## src/rtl/kwg_pkg.sv

```systemverilog
package kwg_pkg;

   // protection class of a decoded write
   typedef enum logic [2:0] {
      GRP_NONE = 3'd0,
      GRP_FREE = 3'd1,
      GRP_CTRL = 3'd2,
      GRP_MON  = 3'd3,
      GRP_IEN  = 3'd4,
      GRP_CFG  = 3'd5,
      GRP_WRKC = 3'd6
   } grp_e;

   // key bit positions, shared by both key registers
   localparam int KEY_MON_BIT  = 1;
   localparam int KEY_IEN_BIT  = 2;
   localparam int KEY_CFG_BIT  = 3;
   localparam int KEY_WRKC_BIT = 5;

   // control register indices inside the control window
   localparam logic [1:0] CTRL_BANK = 2'd0;
   localparam logic [1:0] CTRL_KEYA = 2'd1;
   localparam logic [1:0] CTRL_KEYB = 2'd2;
   localparam logic [1:0] CTRL_LOCK = 2'd3;

endpackage

```

## src/rtl/kwg_addr_decode.sv

```systemverilog
module kwg_addr_decode
   import kwg_pkg::*;
#(
   parameter int ADDR_W        = 8,
   parameter int NUM_CH        = 3,
   parameter int CH_IDX_W      = 2,
   parameter int MON_BASE      = 'h30,
   parameter int CH_SPAN       = 4,
   parameter int IEN_BASE      = 'h40,
   parameter int IEN_SPAN      = 8,
   parameter int CFG_BASE      = 'h50,
   parameter int CFG_SPAN      = 16,
   parameter int WRKC_BASE     = 'h60,
   parameter int WRKC_SPAN     = 8,
   parameter int FREE_BASE     = 'h10,
   parameter int FREE_SPAN     = 32,
   parameter int CTRL_BASE     = 'hF0,
   parameter bit CTRL_ANY_BANK = 1'b1
) (
   input  logic [ADDR_W-1:0]   addr,
   input  logic                bank,
   output grp_e                grp,
   output logic [CH_IDX_W-1:0] ch_idx,
   output logic [1:0]          ctrl_idx
);

   localparam int CTRL_SPAN = 4;

   function automatic logic in_win(input int a, input int base, input int span);
      return (a >= base) && (a < base + span);
   endfunction

   int   a_i;
   logic ctrl_win;
   logic ctrl_hit;
   logic [NUM_CH-1:0] ch_hit;

   assign a_i      = int'(addr);
   assign ctrl_win = in_win(a_i, CTRL_BASE, CTRL_SPAN);
   assign ctrl_idx = addr[1:0];

   // variant: control window visible in both banks or only in bank 0
   generate
      if (CTRL_ANY_BANK) begin : g_ctrl_any
         assign ctrl_hit = ctrl_win;
      end else begin : g_ctrl_b0
         assign ctrl_hit = ctrl_win && !bank;
      end
   endgenerate

   // one window per monitor channel, bank 1 only
   generate
      for (genvar c = 0; c < NUM_CH; c++) begin : g_ch
         assign ch_hit[c] = bank && in_win(a_i, MON_BASE + c * CH_SPAN, CH_SPAN);
      end
   endgenerate

   always_comb begin
      ch_idx = '0;
      for (int c = NUM_CH - 1; c >= 0; c--) begin
         if (ch_hit[c]) ch_idx = CH_IDX_W'(c);
      end
   end

   always_comb begin
      grp = GRP_NONE;
      if (ctrl_hit) begin
         grp = GRP_CTRL;
      end else if (!bank) begin
         if (in_win(a_i, FREE_BASE, FREE_SPAN)) grp = GRP_FREE;
      end else begin
         if (|ch_hit)                                grp = GRP_MON;
         else if (in_win(a_i, IEN_BASE, IEN_SPAN))   grp = GRP_IEN;
         else if (in_win(a_i, CFG_BASE, CFG_SPAN))   grp = GRP_CFG;
         else if (in_win(a_i, WRKC_BASE, WRKC_SPAN)) grp = GRP_WRKC;
      end
   end

endmodule

```

## src/rtl/kwg_ctrl_regs.sv

```systemverilog
module kwg_ctrl_regs
   import kwg_pkg::*;
#(
   parameter int DATA_W   = 8,
   parameter int NUM_CH   = 3,
   parameter int LOCK_LSB = 1
) (
   input  logic              clk,
   input  logic              rst_n,
   input  logic              wr_en,
   input  logic              is_ctrl,
   input  logic [1:0]        ctrl_idx,
   input  logic [DATA_W-1:0] data,
   output logic              bank_q,
   output logic [DATA_W-1:0] key_a,
   output logic [DATA_W-1:0] key_b,
   output logic [NUM_CH-1:0] ch_lock
);

   localparam logic [DATA_W-1:0] KEY_MASK = DATA_W'((1 << KEY_MON_BIT) | (1 << KEY_IEN_BIT)
                                                  | (1 << KEY_CFG_BIT) | (1 << KEY_WRKC_BIT));

   logic take;
   assign take = wr_en && is_ctrl;

   always_ff @(posedge clk or negedge rst_n) begin
      if (!rst_n) begin
         bank_q  <= 1'b0;
         key_a   <= '0;
         key_b   <= '0;
         ch_lock <= '1;
      end else if (take) begin
         case (ctrl_idx)
            CTRL_BANK: bank_q  <= data[0];
            CTRL_KEYA: key_a   <= data & KEY_MASK;
            CTRL_KEYB: key_b   <= data & KEY_MASK;
            default:   ch_lock <= data[LOCK_LSB +: NUM_CH];
         endcase
      end
   end

   // bank only moves on a write to the bank register
   a_r7_bank_hold: assert property (@(posedge clk) disable iff (!rst_n)
      !(take && ctrl_idx == CTRL_BANK) |=> $stable(bank_q));

   // reserved key bits never become set
   a_r9_key_reserved: assert property (@(posedge clk) disable iff (!rst_n)
      take && ctrl_idx == CTRL_KEYA |=> ((key_a & ~KEY_MASK) == '0));

endmodule

```

## src/rtl/kwg_gate.sv

```systemverilog
module kwg_gate
   import kwg_pkg::*;
#(
   parameter int ADDR_W   = 8,
   parameter int DATA_W   = 8,
   parameter int NUM_CH   = 3,
   parameter int CH_IDX_W = 2
) (
   input  logic                clk,
   input  logic                rst_n,
   input  logic                wr_en,
   input  logic [ADDR_W-1:0]   addr,
   input  logic [DATA_W-1:0]   data,
   input  logic                bank,
   input  grp_e                grp,
   input  logic [CH_IDX_W-1:0] ch_idx,
   input  logic [DATA_W-1:0]   key_a,
   input  logic [DATA_W-1:0]   key_b,
   input  logic [NUM_CH-1:0]   ch_lock,
   output logic                rf_we,
   output logic                rf_bank,
   output logic [ADDR_W-1:0]   rf_addr,
   output logic [DATA_W-1:0]   rf_data,
   output logic                blocked
);

   logic [DATA_W-1:0] both;
   logic              fwd;
   logic              locked;

   assign both = key_a & key_b;
   assign fwd  = wr_en && (grp != GRP_NONE) && (grp != GRP_CTRL);

   always_comb begin
      case (grp)
         GRP_MON:  locked = both[KEY_MON_BIT] && ch_lock[ch_idx];
         GRP_IEN:  locked = both[KEY_IEN_BIT];
         GRP_CFG:  locked = both[KEY_CFG_BIT];
         GRP_WRKC: locked = both[KEY_WRKC_BIT];
         default:  locked = 1'b0;
      endcase
   end

   always_ff @(posedge clk or negedge rst_n) begin
      if (!rst_n) begin
         rf_we   <= 1'b0;
         blocked <= 1'b0;
         rf_bank <= 1'b0;
         rf_addr <= '0;
         rf_data <= '0;
      end else begin
         rf_we   <= fwd && !locked;
         blocked <= fwd && locked;
         if (fwd) begin
            rf_bank <= bank;
            rf_addr <= addr;
            rf_data <= data;
         end
      end
   end

   // forward and refuse are exclusive
   a_r2_exclusive: assert property (@(posedge clk) disable iff (!rst_n)
      !(rf_we && blocked));

   // a refusal traces back to a strobe
   a_r2_blk_strobe: assert property (@(posedge clk) disable iff (!rst_n)
      blocked |-> $past(wr_en));

   // forwarded address is the strobed one
   a_r8_addr_follow: assert property (@(posedge clk) disable iff (!rst_n)
      rf_we |-> (rf_addr == $past(addr)) && $past(wr_en));

   // an unlocked channel is never refused
   a_r4_unlocked_pass: assert property (@(posedge clk) disable iff (!rst_n)
      (wr_en && grp == GRP_MON && !ch_lock[ch_idx]) |=> rf_we);

endmodule

```

## src/rtl/keyed_write_guard.sv

```systemverilog
module keyed_write_guard
   import kwg_pkg::*;
#(
   parameter int ADDR_W        = 8,
   parameter int DATA_W        = 8,
   parameter int NUM_CH        = 3,
   parameter int LOCK_LSB      = 1,
   parameter int MON_BASE      = 'h30,
   parameter int CH_SPAN       = 4,
   parameter int IEN_BASE      = 'h40,
   parameter int IEN_SPAN      = 8,
   parameter int CFG_BASE      = 'h50,
   parameter int CFG_SPAN      = 16,
   parameter int WRKC_BASE     = 'h60,
   parameter int WRKC_SPAN     = 8,
   parameter int FREE_BASE     = 'h10,
   parameter int FREE_SPAN     = 32,
   parameter int CTRL_BASE     = 'hF0,
   parameter bit CTRL_ANY_BANK = 1'b1
) (
   input  logic              clk,
   input  logic              rst_n,
   input  logic              wr_en,
   input  logic [ADDR_W-1:0] wr_addr,
   input  logic [DATA_W-1:0] wr_data,
   output logic              rf_we,
   output logic              rf_bank,
   output logic [ADDR_W-1:0] rf_addr,
   output logic [DATA_W-1:0] rf_data,
   output logic              wr_blocked
);

   localparam int CH_IDX_W = (NUM_CH > 1) ? $clog2(NUM_CH) : 1;

   // elaboration-time parameter checks
   generate
      if (DATA_W < KEY_WRKC_BIT + 1) begin : g_bad_data_w
         $error("DATA_W too narrow for key layout");
      end
      if (NUM_CH < 1 || LOCK_LSB + NUM_CH > DATA_W) begin : g_bad_ch
         $error("channel lock bits do not fit DATA_W");
      end
      if (CTRL_BASE % 4 != 0 || CTRL_BASE + 4 > (1 << ADDR_W)) begin : g_bad_ctrl
         $error("CTRL_BASE must be 4-aligned and inside the address space");
      end
      if (CH_SPAN < 1) begin : g_bad_span
         $error("CH_SPAN must be positive");
      end
   endgenerate

   grp_e                grp;
   logic [CH_IDX_W-1:0] ch_idx;
   logic [1:0]          ctrl_idx;
   logic                bank_q;
   logic [DATA_W-1:0]   key_a;
   logic [DATA_W-1:0]   key_b;
   logic [NUM_CH-1:0]   ch_lock;

   kwg_addr_decode #(
      .ADDR_W(ADDR_W), .NUM_CH(NUM_CH), .CH_IDX_W(CH_IDX_W),
      .MON_BASE(MON_BASE), .CH_SPAN(CH_SPAN),
      .IEN_BASE(IEN_BASE), .IEN_SPAN(IEN_SPAN),
      .CFG_BASE(CFG_BASE), .CFG_SPAN(CFG_SPAN),
      .WRKC_BASE(WRKC_BASE), .WRKC_SPAN(WRKC_SPAN),
      .FREE_BASE(FREE_BASE), .FREE_SPAN(FREE_SPAN),
      .CTRL_BASE(CTRL_BASE), .CTRL_ANY_BANK(CTRL_ANY_BANK)
   ) u_dec (
      .addr    (wr_addr),
      .bank    (bank_q),
      .grp     (grp),
      .ch_idx  (ch_idx),
      .ctrl_idx(ctrl_idx)
   );

   kwg_ctrl_regs #(
      .DATA_W(DATA_W), .NUM_CH(NUM_CH), .LOCK_LSB(LOCK_LSB)
   ) u_regs (
      .clk     (clk),
      .rst_n   (rst_n),
      .wr_en   (wr_en),
      .is_ctrl (grp == GRP_CTRL),
      .ctrl_idx(ctrl_idx),
      .data    (wr_data),
      .bank_q  (bank_q),
      .key_a   (key_a),
      .key_b   (key_b),
      .ch_lock (ch_lock)
   );

   kwg_gate #(
      .ADDR_W(ADDR_W), .DATA_W(DATA_W), .NUM_CH(NUM_CH), .CH_IDX_W(CH_IDX_W)
   ) u_gate (
      .clk    (clk),
      .rst_n  (rst_n),
      .wr_en  (wr_en),
      .addr   (wr_addr),
      .data   (wr_data),
      .bank   (bank_q),
      .grp    (grp),
      .ch_idx (ch_idx),
      .key_a  (key_a),
      .key_b  (key_b),
      .ch_lock(ch_lock),
      .rf_we  (rf_we),
      .rf_bank(rf_bank),
      .rf_addr(rf_addr),
      .rf_data(rf_data),
      .blocked(wr_blocked)
   );

   // control writes are silent at the register-file side
   a_r5_ctrl_silent: assert property (@(posedge clk) disable iff (!rst_n)
      (wr_en && int'(wr_addr) >= CTRL_BASE && int'(wr_addr) < CTRL_BASE + 4 && CTRL_ANY_BANK)
      |=> !rf_we && !wr_blocked);

   // no strobe, no forwarded write
   a_r8_no_strobe: assert property (@(posedge clk) disable iff (!rst_n)
      !wr_en |=> !rf_we);

endmodule

```

## config.mk

```make
export PLATFORM = sky130hd
export DESIGN_NAME = keyed_write_guard
export DESIGN_NICKNAME = d
export VERILOG_FILES = /design/src/rtl/kwg_pkg.sv /design/src/rtl/kwg_addr_decode.sv /design/src/rtl/kwg_ctrl_regs.sv /design/src/rtl/kwg_gate.sv /design/src/rtl/keyed_write_guard.sv
export SDC_FILE = /design/constraint.sdc
export NUM_CORES = 1
export LEC_CHECK = 0
export ABC_AREA = 1
export BUFFER_PORTS_ARGS = -buffer_cell sky130_fd_sc_hd__buf_2
export CORE_ASPECT_RATIO = 0.75
export CORE_MARGIN = 2
export CORE_UTILIZATION = 50
export DETAILED_ROUTE_END_ITERATION = 7
export HOLD_SLACK_MARGIN = 0.02
export PLACE_DENSITY_LB_ADDON = 0.08
export SKIP_LAST_GASP = 1
export SYNTH_ARGS = -nofsm -noshare
export SYNTH_HDL_FRONTEND = slang
export SYNTH_SLANG_ARGS = --single-unit
```

## constraint.sdc

```tcl
create_clock -name clk -period 3 [get_ports clk]
set_input_delay 0.6 -clock clk [delete_from_list [all_inputs] [get_ports clk]]
set_output_delay 0.6 -clock clk [all_outputs]
set_load 0.01 [all_outputs]
```

==> results.sh <==
export IMPL_clkSlewWorstSetupHoldPaths_ns=0.06
export IMPL_worstSetupPathType="in -> reg"
export IMPL_dp_cells=241
export IMPL_synth_mux_area_share_pct=0
export IMPL_yosysWarnings=0
export IMPL_ys_ff_latch=31
export IMPL_wl_per_cell_um=11.1
export IMPL_slew_headroom_pct=56.5
export IMPL_setup_ws_ns=1.34
export IMPL_slew_viol_final=0
export IMPL_grt_start_max_net_pins=33
export IMPL_syn_nets=188
export IMPL_grt_pass1_wl_um=4730
export IMPL_cts_setup_buffers=0
export IMPL_synth_cell_types=20
export IMPL_fin_crit_sh_pct=55.2
export IMPL_dp_slack_ns=1.04
export IMPL_start_util_pct=52.0
export IMPL_cell_internal_pwr_mw=0.716
export IMPL_totalWireLength_um=2770
export IMPL_sw_frac_of_total_pct=27.5
export IMPL_synth_area_mm2=0.00153
export IMPL_syn_to_final_growth_pct=18.3
export IMPL_pwr_share_seq_pct=50.8
export IMPL_syn_area_per_cell_um2=9.04
export IMPL_pwr_share_comb_pct=18.9
export IMPL_drive_above_1_share_pct=42.2
export IMPL_track_usage_pct=18.1
export IMPL_end_kind="register"
export IMPL_clk_path_buf_depth=2
export IMPL_status="finished, final reports clean"
export IMPL_yosys_area_share_simple_pct=28.7
export IMPL_synth_top_area_share_pct=45.9
export IMPL_fin_area_mm2=0.00181
export IMPL_nNetsFinal=229
export IMPL_skew_ns=0.00529
export IMPL_fin_setup_tns_ns=0
export IMPL_setup_viol=0
export IMPL_grt_pass1_vias=1087
export IMPL_synthArstFlopShare_pct=100
export IMPL_final_util_pct=61.6
export IMPL_maxCapViolCount=0
export IMPL_report_power_total_mw=0.987
export IMPL_vias=1207
export IMPL_critical_path_max_fanout=32
export IMPL_syn_inst=169
export IMPL_cts_hold_buf=0
export IMPL_hold_viol=0
export IMPL_coreArea_mm2=0.00294
export IMPL_postCtsResizedCells=0
export IMPL_gp_congestion=0.778
export IMPL_htree_num_levels=2
export IMPL_synth_compound_area_share_pct=12.9
export IMPL_drc=0
export IMPL_synthXorXnorAreaFrac_pct=0
export IMPL_startpoint_type="primary input"
export IMPL_rsz0062_at_grt="no"
export IMPL_die_x_um=67.8
export IMPL_stdcell_count=249
export IMPL_peakVddDrop_mv=0.335
export IMPL_io_pins=38
export IMPL_cp_arrival_ns=1.81
export IMPL_synth_seq_area_share_pct=51.0
export IMPL_clock_latency_ns=0.27
export IMPL_placed_area_mm2=0.00173
export IMPL_drtIter0Drc=52
export IMPL_tritoncts="built"
export IMPL_ys_flop_type="dfrtp_1"
export IMPL_synth_adder_area_share_pct=0
export IMPL_power_switching_mw=0.272
export IMPL_synth_edf_count=0
export IMPL_ant_nets=0
export IMPL_firstDrtPassIters=4
export IMPL_synth_top_family_by_area="simple AND/OR/NAND/NOR gates"
export IMPL_clockPowerShare_pct=30.3
export IMPL_rows=17
export IMPL_die_area_mm2=0.00352
export IMPL_vias_per_cell=4.85
export IMPL_die_y_um=51.9
export IMPL_fmax_ghz=0.603
export IMPL_period_needed_ns=1.66
export IMPL_pwr_density_cell_mw_per_mm2=546
export IMPL_n_fill_cell=269
export IMPL_yosys_top_cells_area="dfrtp_1 (46%), nand2_1 (9.8%), o21ai_2 (7.5%), nand2_2 (5.3%), dfstp_2 (5.2%)"
export IMPL_antenna_cells=0
export IMPL_cts_sinks=31
export IMPL_numCtsBuffers=5
export IMPL_dp_hpwl_um=2140
export IMPL_yosysTopAreaCell="dfrtp_1"
export IMPL_numPortBuffers=37
export IMPL_hold_ws_ns=0.354
export IMPL_cellLeakagePower_nw=0.940
export IMPL_antenna_found_initial=0
export IMPL_cts_root_buf="clkbuf_8"
export IMPL_grt_overflow=0
export IMPL_hold_path_class="in -> async"
export IMPL_worstPathRequired_ns=3.16
export IMPL_worst_pin_slew_ns=0.653
## synthesized netlist by cell type, types with 3 or more instances
library cell / instances
dfrtp_1: 28
nand2_2: 13
o21ai_1: 13
nor2_1: 8
inv_1: 16
nand3_1: 7
buf_6: 3
nor2_2: 4
o21ai_2: 13
nand2_1: 40
nand3_2: 5
nand4_1: 3
inv_2: 5
dfstp_2: 3
## state kept, by name, indices dropped and copies added, names as in the netlist
register	cells
u_gate.blocked	1
u_gate.rf_addr	8
u_gate.rf_bank	1
u_gate.rf_data	8
u_gate.rf_we	1
u_regs.bank_q	1
u_regs.ch_lock	3
u_regs.key_a	4
u_regs.key_b	4
## placed cells by master, fill, tap and decap left out, types with 5 or more instances in the layout
cell / netlist / routed
nand3_2: 5 / 5
o21ai_1: 13 / 13
clkbuf_8: 0 / 5
nor2_1: 8 / 8
nand2_1: 40 / 40
inv_2: 5 / 5
dfrtp_1: 28 / 28
nand3_1: 7 / 7
inv_1: 16 / 16
nand2_2: 13 / 13
o21ai_2: 13 / 13
buf_2: 0 / 37
## worst max-delay path: stages
cell     delay [ns]
buf_2          0.12
inv_2          0.07
nor2_1         0.05
o21ai_1        0.14
nor2_2         0.06
inv_2          0.06
nand3_2        0.07
nand2_4        0.38
inv_2          0.10
nand2_1        0.08
nand2_1        0.05
## layout make-up
class / instances / area [um^2] / share of cell area, %
multi-input combinational: 114 / 636 / 35.2
clock buffer: 8 / 80.1 / 4.43
timing repair buffer: 37 / 185 / 10.2
inverter: 21 / 78.8 / 4.36
tap: 38 / 47.5 / 2.63
sequential: 31 / 779 / 43.1
## final timing paths
kind	startpoint	depth (start not counted)	slack, ns	end
setup / recovery	wr_addr[4]	11	1.34	u_gate.rf_data[6]
hold / removal	rst_n	1	0.35	u_gate.rf_data[0]
setup reg to reg	u_regs.bank_q	10	1.35	u_gate.rf_data[6]
hold reg to reg	u_gate.rf_data[4]	2	0.47	u_gate.rf_data[4]
max in group asynchronous	rst_n	1	2.22	u_regs.key_b[2]
min in group clk	u_gate.rf_data[4]	2	0.47	u_gate.rf_data[4]
## layer usage
layer / global-route usage (%) / up-vias / routed length [um]
met5: 0 / - / 0
met4: 5.00 / 0 / 14
met3: 6.06 / 2 / 145
met2: 28.3 / 24 / 1270
met1: 24.1 / 562 / 1340
li1: - / 619 / -
## cells by family (layout without fill, tap and decap cells)
group,Yosys count,in the layout
AOI/OAI and AO/OA,29,29
buffers and inverters,24,66
DFF,31,31
and+or+nand+nor,85,85
## power groups by stage
| stage | Sequential (mW) | Combinational, mW | Clock, mW |
|---|---|---|---|
| after detailed placement | 0.508 | 0.191 | 0 |
| after global placement | 0.507 | 0.186 | 0 |
| after floorplan | 0.529 | 0.0900 | 0 |
| after CTS | 0.502 | 0.191 | 0.305 |
| after global routing | 0.508 | 0.212 | 0.327 |
| final | 0.502 | 0.187 | 0.299 |
Note: power is estimated with default switching activity, not from simulation.
